<file path="src/rtl/core_rr_pkg.sv">
package core_rr_pkg;

    typedef enum logic [2:0] {
        ST_IDLE    = 3'd0,
        ST_RD_SW   = 3'd1,
        ST_RD_DRV  = 3'd2,
        ST_RD_END  = 3'd3,
        ST_WAIT_WR = 3'd4,
        ST_WY_SW   = 3'd5,
        ST_WX_SW   = 3'd6,
        ST_W_DRV   = 3'd7
    } seq_st_e;

endpackage

</file>
<file path="src/rtl/core_rr_dec.sv">
module core_rr_dec #(
    parameter int IDX_W = 3,
    localparam int OUT_N = 2 ** IDX_W
) (
    input  logic             en,
    input  logic [IDX_W-1:0] idx,
    output logic [OUT_N-1:0] oh
);

    for (genvar i = 0; i < OUT_N; i++) begin : g_line
        assign oh[i] = en && (idx == IDX_W'(i));
    end

endmodule

</file>
<file path="src/rtl/core_rr_fsm.sv">
module core_rr_fsm
    import core_rr_pkg::*;
#(
    parameter int X_W       = 6,
    parameter int Y_W       = 6,
    parameter int G_W       = 2,
    parameter int SETUP_CYC = 2,
    parameter int DRIVE_CYC = 4
) (
    input  logic           clk,
    input  logic           rst_n,
    input  logic           read_call,
    input  logic           write_call,
    input  logic           go,
    input  logic [X_W-1:0] x_in,
    input  logic [Y_W-1:0] y_in,
    input  logic [G_W-1:0] g_in,
    output logic [X_W-1:0] x_idx,
    output logic [Y_W-1:0] y_idx,
    output logic [G_W-1:0] g_idx,
    output logic           rd_start,
    output logic           wr_start,
    output logic           rd_sw,
    output logic           rd_cur,
    output logic           strobe,
    output logic           data_ready,
    output logic           busy,
    output logic           y_wr_sw,
    output logic           y_wr_cur,
    output logic           x_wr_sw,
    output logic           x_wr_cur
);

    localparam int MAXC  = (SETUP_CYC > DRIVE_CYC) ? SETUP_CYC : DRIVE_CYC;
    localparam int CNT_W = $clog2(MAXC + 1);
    localparam logic [CNT_W-1:0] SETUP_LD = CNT_W'(SETUP_CYC - 1);
    localparam logic [CNT_W-1:0] DRIVE_LD = CNT_W'(DRIVE_CYC - 1);

    typedef struct packed {
        seq_st_e          st;
        logic [CNT_W-1:0] cnt;
        logic [X_W-1:0]   x;
        logic [Y_W-1:0]   y;
        logic [G_W-1:0]   g;
    } fsm_s;

    fsm_s q, d;
    logic cnt_done;

    assign cnt_done = (q.cnt == '0);
    assign rd_start = (q.st == ST_IDLE) && read_call && go;
    assign wr_start = (q.st == ST_WAIT_WR) && write_call && go;

    always_comb begin
        d = q;
        unique case (q.st)
            ST_IDLE: begin
                if (rd_start) begin
                    d.st  = ST_RD_SW;
                    d.cnt = SETUP_LD;
                    d.x   = x_in;
                    d.y   = y_in;
                    d.g   = g_in;
                end
            end
            ST_RD_SW: begin
                if (cnt_done) begin
                    d.st  = ST_RD_DRV;
                    d.cnt = DRIVE_LD;
                end else begin
                    d.cnt = q.cnt - 1'b1;
                end
            end
            ST_RD_DRV: begin
                if (cnt_done) d.st = ST_RD_END;
                else          d.cnt = q.cnt - 1'b1;
            end
            ST_RD_END: d.st = ST_WAIT_WR;
            ST_WAIT_WR: begin
                if (wr_start) begin
                    d.st  = ST_WY_SW;
                    d.cnt = SETUP_LD;
                end
            end
            ST_WY_SW: begin
                if (cnt_done) begin
                    d.st  = ST_WX_SW;
                    d.cnt = SETUP_LD;
                end else begin
                    d.cnt = q.cnt - 1'b1;
                end
            end
            ST_WX_SW: begin
                if (cnt_done) begin
                    d.st  = ST_W_DRV;
                    d.cnt = DRIVE_LD;
                end else begin
                    d.cnt = q.cnt - 1'b1;
                end
            end
            ST_W_DRV: begin
                if (cnt_done) d.st = ST_IDLE;
                else          d.cnt = q.cnt - 1'b1;
            end
            default: d.st = ST_IDLE;
        endcase
    end

    always_ff @(posedge clk or negedge rst_n) begin
        if (!rst_n) q <= '0;
        else        q <= d;
    end

    assign x_idx      = q.x;
    assign y_idx      = q.y;
    assign g_idx      = q.g;
    assign rd_sw      = (q.st == ST_RD_SW) || (q.st == ST_RD_DRV);
    assign rd_cur     = (q.st == ST_RD_DRV);
    assign strobe     = (q.st == ST_RD_DRV) && cnt_done;
    assign data_ready = (q.st == ST_RD_END);
    assign busy       = (q.st != ST_IDLE);
    assign y_wr_sw    = (q.st == ST_WY_SW) || (q.st == ST_WX_SW) || (q.st == ST_W_DRV);
    assign y_wr_cur   = (q.st == ST_WX_SW) || (q.st == ST_W_DRV);
    assign x_wr_sw    = (q.st == ST_WX_SW) || (q.st == ST_W_DRV);
    assign x_wr_cur   = (q.st == ST_W_DRV);

    // read and write polarity never overlap
    p_polarity_excl_r9: assert property (@(posedge clk) disable iff (!rst_n)
        !(rd_sw && (x_wr_sw || y_wr_sw)));
    // read current only after read switches
    p_rd_cur_after_sw_r9: assert property (@(posedge clk) disable iff (!rst_n)
        rd_cur |-> $past(rd_sw));
    // write currents only after their switches
    p_xw_cur_after_sw_r9: assert property (@(posedge clk) disable iff (!rst_n)
        x_wr_cur |-> $past(x_wr_sw));
    p_yw_cur_after_sw_r9: assert property (@(posedge clk) disable iff (!rst_n)
        y_wr_cur |-> $past(y_wr_sw));
    // Y line is prepared before X line
    p_y_before_x_r8: assert property (@(posedge clk) disable iff (!rst_n)
        x_wr_sw |-> $past(y_wr_sw));
    // data ready is one cycle and the block stays busy
    p_ready_pulse_r6: assert property (@(posedge clk) disable iff (!rst_n)
        data_ready |=> (!data_ready && busy));

endmodule

</file>
<file path="src/rtl/core_rr_sense.sv">
module core_rr_sense #(
    parameter int WORD_W = 9,
    parameter int GROUPS = 4
) (
    input  logic                     clk,
    input  logic                     rst_n,
    input  logic                     clr,
    input  logic                     strobe,
    input  logic [GROUPS-1:0]        gate,
    input  logic [GROUPS*WORD_W-1:0] sense_in,
    input  logic                     load_wd,
    input  logic                     wd_valid,
    input  logic [WORD_W-1:0]        wd_in,
    output logic [WORD_W-1:0]        lat,
    output logic [WORD_W-1:0]        wdata
);

    typedef struct packed {
        logic [WORD_W-1:0] lat;
        logic [WORD_W-1:0] wd;
    } sense_s;

    sense_s q, d;
    logic [WORD_W-1:0] hit;

    always_comb begin
        hit = '0;
        for (int g = 0; g < GROUPS; g++) begin
            if (gate[g]) hit = hit | sense_in[g*WORD_W +: WORD_W];
        end
        d = q;
        if (clr)         d.lat = '0;
        else if (strobe) d.lat = q.lat | hit;
        if (load_wd)     d.wd  = wd_valid ? wd_in : q.lat;
    end

    always_ff @(posedge clk or negedge rst_n) begin
        if (!rst_n) q <= '0;
        else        q <= d;
    end

    assign lat   = q.lat;
    assign wdata = q.wd;

    // latches empty after a clear
    p_clear_r5: assert property (@(posedge clk) disable iff (!rst_n)
        clr |=> (lat == '0));
    // latches change only on strobe or clear
    p_hold_r4: assert property (@(posedge clk) disable iff (!rst_n)
        (!strobe && !clr) |=> $stable(lat));

endmodule

</file>
<file path="src/rtl/core_rr_seq.sv">
module core_rr_seq #(
    parameter int N_W       = 6,
    parameter int M_W       = 7,
    parameter int SG_W      = 2,
    parameter int WORD_W    = 9,
    parameter int SETUP_CYC = 2,
    parameter int DRIVE_CYC = 4,
    localparam int Y_W      = M_W - 1,
    localparam int X_N      = 2 ** N_W,
    localparam int Y_N      = 2 ** Y_W,
    localparam int GROUPS   = 2 ** SG_W
) (
    input  logic                     clk,
    input  logic                     rst_n,
    input  logic                     read_call,
    input  logic                     write_call,
    input  logic                     use_main,
    input  logic [M_W-1:0]           m_addr,
    input  logic [N_W-1:0]           n_addr,
    input  logic                     wr_data_valid,
    input  logic [WORD_W-1:0]        wr_data,
    input  logic [GROUPS*WORD_W-1:0] sense_in,
    output logic                     busy,
    output logic                     data_ready,
    output logic [WORD_W-1:0]        rd_data,
    output logic [X_N-1:0]           x_src_rd,
    output logic [X_N-1:0]           x_snk_rd,
    output logic [X_N-1:0]           x_src_wr,
    output logic [X_N-1:0]           x_snk_wr,
    output logic [Y_N-1:0]           y_src_rd,
    output logic [Y_N-1:0]           y_snk_rd,
    output logic [Y_N-1:0]           y_src_wr,
    output logic [Y_N-1:0]           y_snk_wr,
    output logic                     x_ctl_rd,
    output logic                     x_ctl_wr,
    output logic                     y_ctl_rd,
    output logic                     y_ctl_wr,
    output logic                     x_cur_rd,
    output logic                     x_cur_wr,
    output logic                     y_cur_rd,
    output logic                     y_cur_wr,
    output logic [GROUPS-1:0]        sa_gate,
    output logic                     sa_strobe,
    output logic [WORD_W-1:0]        inhibit
);

    logic            go;
    logic [N_W-1:0]  x_idx;
    logic [Y_W-1:0]  y_idx;
    logic [SG_W-1:0] g_idx;
    logic            rd_start, wr_start, rd_sw, rd_cur;
    logic            y_wr_sw, y_wr_cur, x_wr_sw, x_wr_cur;
    logic [X_N-1:0]  x_oh;
    logic [Y_N-1:0]  y_oh;
    logic [WORD_W-1:0] wdata;

    assign go = use_main && !m_addr[0];

    core_rr_fsm #(
        .X_W(N_W), .Y_W(Y_W), .G_W(SG_W),
        .SETUP_CYC(SETUP_CYC), .DRIVE_CYC(DRIVE_CYC)
    ) u_fsm (
        .clk(clk), .rst_n(rst_n),
        .read_call(read_call), .write_call(write_call), .go(go),
        .x_in(n_addr), .y_in(m_addr[M_W-1:1]), .g_in(n_addr[N_W-1 -: SG_W]),
        .x_idx(x_idx), .y_idx(y_idx), .g_idx(g_idx),
        .rd_start(rd_start), .wr_start(wr_start),
        .rd_sw(rd_sw), .rd_cur(rd_cur), .strobe(sa_strobe),
        .data_ready(data_ready), .busy(busy),
        .y_wr_sw(y_wr_sw), .y_wr_cur(y_wr_cur),
        .x_wr_sw(x_wr_sw), .x_wr_cur(x_wr_cur)
    );

    core_rr_dec #(.IDX_W(N_W))  u_xdec (.en(1'b1),   .idx(x_idx), .oh(x_oh));
    core_rr_dec #(.IDX_W(Y_W))  u_ydec (.en(1'b1),   .idx(y_idx), .oh(y_oh));
    core_rr_dec #(.IDX_W(SG_W)) u_gdec (.en(rd_cur), .idx(g_idx), .oh(sa_gate));

    core_rr_sense #(.WORD_W(WORD_W), .GROUPS(GROUPS)) u_sense (
        .clk(clk), .rst_n(rst_n),
        .clr(rd_start), .strobe(sa_strobe), .gate(sa_gate),
        .sense_in(sense_in),
        .load_wd(wr_start), .wd_valid(wr_data_valid), .wd_in(wr_data),
        .lat(rd_data), .wdata(wdata)
    );

    assign x_src_rd = x_oh & {X_N{rd_sw}};
    assign x_snk_rd = x_oh & {X_N{rd_sw}};
    assign y_src_rd = y_oh & {Y_N{rd_sw}};
    assign y_snk_rd = y_oh & {Y_N{rd_sw}};
    assign x_src_wr = x_oh & {X_N{x_wr_sw}};
    assign x_snk_wr = x_oh & {X_N{x_wr_sw}};
    assign y_src_wr = y_oh & {Y_N{y_wr_sw}};
    assign y_snk_wr = y_oh & {Y_N{y_wr_sw}};
    assign x_ctl_rd = rd_sw;
    assign y_ctl_rd = rd_sw;
    assign x_ctl_wr = x_wr_sw;
    assign y_ctl_wr = y_wr_sw;
    assign x_cur_rd = rd_cur;
    assign y_cur_rd = rd_cur;
    assign x_cur_wr = x_wr_cur;
    assign y_cur_wr = y_wr_cur;
    assign inhibit  = x_wr_cur ? ~wdata : '0;

    // a strobe always has exactly one sense group gated
    p_gate_on_strobe_r4: assert property (@(posedge clk) disable iff (!rst_n)
        sa_strobe |-> $onehot(sa_gate));
    // an unqualified read call leaves the block idle
    p_go_r2: assert property (@(posedge clk) disable iff (!rst_n)
        (!busy && read_call && m_addr[0]) |=> !busy);
    // read switches light one line per axis
    p_rd_onehot_r3: assert property (@(posedge clk) disable iff (!rst_n)
        x_ctl_rd |-> ($onehot(x_src_rd) && $onehot(y_snk_rd)));

endmodule

</file>
<file path="config.mk">
export PLATFORM = sky130hd
export DESIGN_NAME = core_rr_seq
export DESIGN_NICKNAME = d
export VERILOG_FILES = /design/src/rtl/core_rr_pkg.sv /design/src/rtl/core_rr_dec.sv /design/src/rtl/core_rr_fsm.sv /design/src/rtl/core_rr_sense.sv /design/src/rtl/core_rr_seq.sv
export SDC_FILE = /design/constraint.sdc
export NUM_CORES = 1
export LEC_CHECK = 0
export ABC_AREA = 1
export ABC_CLOCK_PERIOD_IN_PS = 1400
export BUFFER_PORTS_ARGS = -buffer_cell sky130_fd_sc_hd__buf_2
export CORE_AREA = 3 3 233 235
export DETAILED_ROUTE_END_ITERATION = 10
export DIE_AREA = 0 0 236 238
export GPL_ROUTABILITY_DRIVEN = 1
export PLACE_DENSITY_LB_ADDON = 0.2
export REMOVE_ABC_BUFFERS = 1
export SLEW_MARGIN = 10
export SYNTH_ARGS = -nofsm -noshare
export SYNTH_HDL_FRONTEND = slang
export SYNTH_SLANG_ARGS = --single-unit
export TNS_END_PERCENT = 5
</file>
<file path="constraint.sdc">
create_clock -name clk -period 1.4 [get_ports clk]
set_input_delay 0.14 -clock clk [delete_from_list [all_inputs] [get_ports clk]]
set_output_delay 0.14 -clock clk [all_outputs]
set_load 0.02 [all_outputs]
</file>
; ---- After elaboration in Yosys (flattened, before gate mapping)
; Cells that the tools add are included.
[op_classes]
n_addsub = 1
n_mul = 0
div_mod_pow = 0
magnitude_cmp = 0
n_eq_ne = 144
n_shift = 0
muxes = 20
bitwise = 9
n_reduce_logical = 28
[op_table]
columns = op, count
row1 = $eq A6 B6 Y1 const B, 64
row2 = $and A64 B64 Y64, 4
row3 = $eq A6 B5 Y1 const B, 32
row4 = $eq A6 B4 Y1 const B, 16
row5 = $mux W9, 8
row6 = $eq A6 B3 Y1 const B, 8
row7 = $or A9 B9 Y9, 4
row8 = $eq A6 B2 Y1 const B, 4
row9 = $mux W3, 8
row10 = $pmux W3 S8, 1
row11 = $mux W20, 1
row12 = $pmux W3 S5, 1
row13 = $eq A3 B3 Y1 const B, 4
row14 = $eq A6 B1 Y1 const B, 2
row15 = $logic_not A6 Y1, 2
row16 = $logic_and A1 B1 Y1, 10
row17 = $ne A2 B1 Y1 const B, 5
row18 = $not A9 Y9, 1
row19 = $reduce_and A7 Y1, 1
row20 = $eq A3 B2 Y1 const B, 2
row21 = $logic_not A3 Y1, 2
row22 = $mux W6, 1
row23 = $ne A2 B2 Y1 const B, 3
row24 = $reduce_bool A5 Y1, 1
row25 = other kinds (12), 17
[totals]
register_bits = 38
latchBits = 0
mem_bits_rw = 0
romBits = 0
input_bits = 64
out_inout_bits = 545
mem_count = 0

; ---- Depth between registers and ports, before layout
[logic_depth]
ltp_word = 12
depth_mapped = 10
ltp_nobuf = 10

; ---- Cells and area by module
; A second synthesis with hierarchy kept.
[hier_totals]
hier_cells = 1370
hier_area_um2 = 7440.9
[modules_own_cells]
columns = mod, n_inst, cells_per_inst, area_per_inst_um2, seq_area_each_um2
row1 = core_rr_seq, 1, 811, 4166.5, 0.0
row2 = core_rr_fsm, 1, 170, 1228.7, 500.5
row3 = core_rr_sense, 1, 173, 1124.8, 450.4
row4 = core_rr_dec at u_xdec ..., 2, 104, 445.4, 0.0
row5 = core_rr_dec at u_gdec, 1, 8, 30.0, 0.0

; ---- Worst setup path before layout
; No wires, ideal clock.
[synth_path]
kind = reg-to-output
from = register u_fsm.q[17] (netlist name)
to = output port x_src_wr[10]
arrival_ns = 1.824
setup_slack_ns = -0.564
stages_incl_launch_ff = 9
path_buffers = 2
path_cell_list = dfrtp_1 nand2_2 nor2_4 inv_2 nand2_2 inv_4 buf_6 nor2_1 buf_4
[synth_between]
elab_chain_len = 3
[synth_lines]
columns = element, line
row1 = start: declaration, core_rr_fsm.sv:47  ; fsm_s q, d;
row2 = start signal: assignment, core_rr_fsm.sv:110  ; if (!rst_n) q <= '0;
row3 = start signal: assignment, core_rr_fsm.sv:111  ; else q <= d;
row4 = $eq A3 B3 Y1, --
row5 = net x_cur_wr, core_rr_seq.sv:39  ; output logic x_cur_wr,
row6 = $logic_or A1 B1 Y1, core_rr_fsm.sv:124  ; assign x_wr_sw = (q.st == ST_WX_SW) || (q.st == ST_W_DRV);
row7 = net x_ctl_wr, core_rr_seq.sv:35  ; output logic x_ctl_wr,
row8 = $and A64 B64 Y64, --
row9 = end: declaration, core_rr_seq.sv:28  ; output logic [X_N-1:0] x_src_wr,
; The timed path passes the listed nets, and every way through them passes these cells.

; ---- Worst setup path in the final report
[layout_path]
from = register u_fsm.q[17] (netlist name)
to = output port y_src_wr[35]
[layout_between]
elab_chain_len = 4
[layout_lines]
columns = element, line
row1 = $eq A3 B3 Y1, core_rr_fsm.sv:122  ; assign y_wr_sw = (q.st == ST_WY_SW) || (q.st == ST_WX_SW) || (q.st == ST_W_DRV);
row2 = $logic_or A1 B1 Y1, core_rr_fsm.sv:122
row3 = $logic_or A1 B1 Y1 *, core_rr_fsm.sv:122
row4 = $and A64 B64 Y64 *, core_rr_seq.sv:92  ; assign y_src_wr = y_oh & {Y_N{y_wr_sw}};
row5 = end: declaration, core_rr_seq.sv:32  ; output logic [Y_N-1:0] y_src_wr,
; Every way passes the cells marked *; elsewhere a longest branch is shown, timed or not.

==> impl_metrics.env <==
export IMPL_cp_required_ns=1.26
export IMPL_cts_clk_slew_worst_paths_ns=0.07
export IMPL_worstSetupPathType="flip-flop to output pin"
export IMPL_status="finished with violations"
export IMPL_io_pin_count=609
export IMPL_yosys_area_share_simple=0.427
export IMPL_cp_max_fo=21
export IMPL_finClkSkew_ns=0.0101
export IMPL_power_mw=17.8
export IMPL_drtIter0Drc=367
export IMPL_dpl_instance_area_um2=9050
export IMPL_synth_compound_area_frac=0.0270
export IMPL_leakage_nw=5.85
export IMPL_grt_pass1_wl_um=56400
export IMPL_die_y_um=238
export IMPL_synth_ff_type="dfrtp_1"
export IMPL_fillers=5992
export IMPL_htreeDepth=2
export IMPL_worst_pin_slew_ns=0.324
export IMPL_ys_ff_latch=36
export IMPL_finalCritPeriodShare=1.42
export IMPL_synth_top_family_by_area="simple AND/OR/NAND/NOR gates"
export IMPL_port_buffers=608
export IMPL_clockRootBuffer="clkbuf_16"
export IMPL_die_w_um=236
export IMPL_gp_congestion=0.919
export IMPL_irDropWorstVdd_uv=563
export IMPL_grt_pass1_vias=7928
export IMPL_synth_warnings=0
export IMPL_hpwl_um=36300
export IMPL_vias=8238
export IMPL_fin_nets=1600
export IMPL_antenna_left=0
export IMPL_dieArea_um2=56200
export IMPL_avgSynthCellArea_um2=5.71
export IMPL_drt_met1_wl_um=18200
export IMPL_synth_xor_xnor_area_share=0
export IMPL_ys_seq_area_frac=0.147
export IMPL_wl_per_cell_um=19.4
export IMPL_setup_violations_final=570
export IMPL_grt_overflow=0
export IMPL_areaGrowthSynthToFinish_pct=82.5
export IMPL_hold_path_class="input pin to flip-flop"
export IMPL_clock_sinks=36
export IMPL_place_ws_ns=-0.681
export IMPL_crit_path_start_kind="flip-flop"
export IMPL_finish_instance_area_um2=11200
export IMPL_synthArstFlopShare=1.00
export IMPL_drive_gt1_frac=0.678
export IMPL_grt_start_max_net_pins=40
export IMPL_utilization=0.213
export IMPL_fin_ws_ns=-0.594
export IMPL_power_density_nw_per_um2=1590
export IMPL_totalWireLength_um=43200
export IMPL_fin_tns_setup_ns=-257.37
export IMPL_drt_pass1_iterations=4
export IMPL_initial_core_util=0.117
export IMPL_drcViolationCount=0
export IMPL_cts_buffer_depth=2
export IMPL_violations="setup timing"
export IMPL_synthesis_area_um2=6130
export IMPL_core_area_um2=52400
export IMPL_synth_edf_count=0
export IMPL_grt_util_all_layers=0.136
export IMPL_syn_inst=1073
export IMPL_dr_wl_met3_um=3450
export IMPL_maxCapViolations=0
export IMPL_synth_mux_area_frac=0
export IMPL_rrSetupSlack_ns=-0.30
export IMPL_final_hold_viol_count=0
export IMPL_multi_input_area_um2=3590
export IMPL_maxSlewHeadroom=0.783
export IMPL_synth_fa_ha_area_frac=0.00408
export IMPL_via_per_inst=3.70
export IMPL_rsz0062_at_grt="yes"
export IMPL_period_needed_ns=1.99
export IMPL_cts_buffers=5
export IMPL_worstPathArrival_ns=1.85
export IMPL_tritoncts="done"
export IMPL_met2_length_um=20600
export IMPL_fp_row_count=84
export IMPL_clk_latency_ns=0.31
export IMPL_synth_cell_type_count=25
export IMPL_max_freq_mhz=501
export IMPL_final_seq_area_um2=906
export IMPL_endpoint_kind="output pin"
export IMPL_highest_layer="met4"
export IMPL_slew_violations=0
export IMPL_antenna_found_initial=1
## worst max-delay path, cell delays in order, from the launching register on
cell and delay (ns):
dfrtp_2 0.46, nor2_4 0.06, nor2_2 0.15, inv_2 0.06
buf_12 0.15, buf_4 0.19, nor2_1 0.20, buf_4 0.24
## state kept, by name, summed over array words and instances, names as in the netlist
name,cells
u_fsm.g_idx,2
u_fsm.q,6
u_fsm.x_idx,4
u_fsm.y_idx,6
u_sense.lat,9
u_sense.wdata,9
## through the flow
step / std cells / hold slack, ns
after floorplan: 766 / -0.156
after global placement: 2206 / 0.146
after detailed placement: 2206 / 0.145
after CTS: 2216 / 0.0107
after global routing: 2224 / 0.0366
final: 2224 / 0.0350
## worst paths after layout
check	start	to	depth (start not counted)
max reg2reg	u_fsm.q[17]	u_sense.lat[4]	12
max	u_fsm.q[17]	y_src_wr[35]	7
min	m_addr[2]	u_fsm.y_idx[1]	3
max in group asynchronous	rst_n	u_fsm.g_idx[0]	3
min in group asynchronous	rst_n	u_fsm.q[14]	3
min reg2reg	u_sense.wdata[7]	u_sense.wdata[7]	2
## where the power goes
part | switching, mW | internal, mW
sequential | 0.522 | 1.55
combinational | 9.27 | 5.28
clock | 0.547 | 0.659
## cells in the final DEF (no fill, tap or decap), drive strengths merged
| cell type | instances |
|---|---|
| o211ai | 2 |
| nor3 | 4 |
| ha | 2 |
| dfrtp | 36 |
| inv | 45 |
| bufbuf | 1 |
| o21ai | 28 |
| nor2 | 330 |
| dlygate4sd3 | 1 |
| nand4 | 9 |
| clkinv | 4 |
| diode | 1 |
| nand3 | 39 |
| clkbuf | 9 |
| nand2 | 268 |
| a21oi | 2 |
| buf | 755 |
## layout make-up
| type | instances | share of cell area |
|---|---|---|
| Tap cell | 688 | 0.0770 |
| Clock inverter | 3 | 0.00168 |
| Sequential cell | 36 | 0.0810 |
| Clock buffer | 5 | 0.0112 |
| Inverter | 46 | 0.0175 |
| Antenna cell | 1 | 0.000224 |
| Timing Repair Buffer | 761 | 0.491 |
| Multi-Input combinational cell | 684 | 0.321 |
## synthesized netlist by cell type, types with 3 or more instances
library cell / n / area [µm²]
buf_6: 8 / 90.1
inv_2: 9 / 33.8
nand2_1: 263 / 987
clkbuf_1: 12 / 45.0
inv_1: 33 / 124
dfrtp_1: 36 / 901
nand3_1: 38 / 190
buf_4: 267 / 2000
nor2_2: 6 / 37.5
nor3_1: 4 / 20.0
nand2_2: 4 / 25.0
o21ai_0: 23 / 115
nor2_1: 317 / 1190
o21ai_1: 5 / 25.0
inv_4: 3 / 18.8
buf_2: 20 / 100
nand4_1: 9 / 56.3
nor2_4: 6 / 67.6
## cells by family (layout without fill, tap and decap cells)
kind of cell | after synthesis | after routing
other | 0 | 1
flip-flops | 36 | 36
adder cells (fa/ha/maj) | 2 | 2
AND/OR/NAND/NOR | 650 | 650
buffers and inverters | 353 | 815
AO/OA/AOI/OAI | 32 | 32
## layer usage
| metal | vias to the layer above | track usage |
|---|---|---|
| met5 | - | 0 |
| met4 | 0 | 0.0378 |
| met3 | 40 | 0.0458 |
| met2 | 344 | 0.223 |
| met1 | 3941 | 0.171 |
| li1 | 3913 | - |
## timing repair
| action | CTS | global route |
|---|---|---|
| endpoints found under the setup margin | 572 | 572 |
| endpoints found under the hold margin | 36 | 0 |
| resized for setup | 320 | 360 |
| cloned | 1 | 5 |
| setup buffers | 0 | 2 |
| hold buffers | 1 | 0 |
| pin swaps | 2 | 16 |
Power figures use the tool's default switching activity.
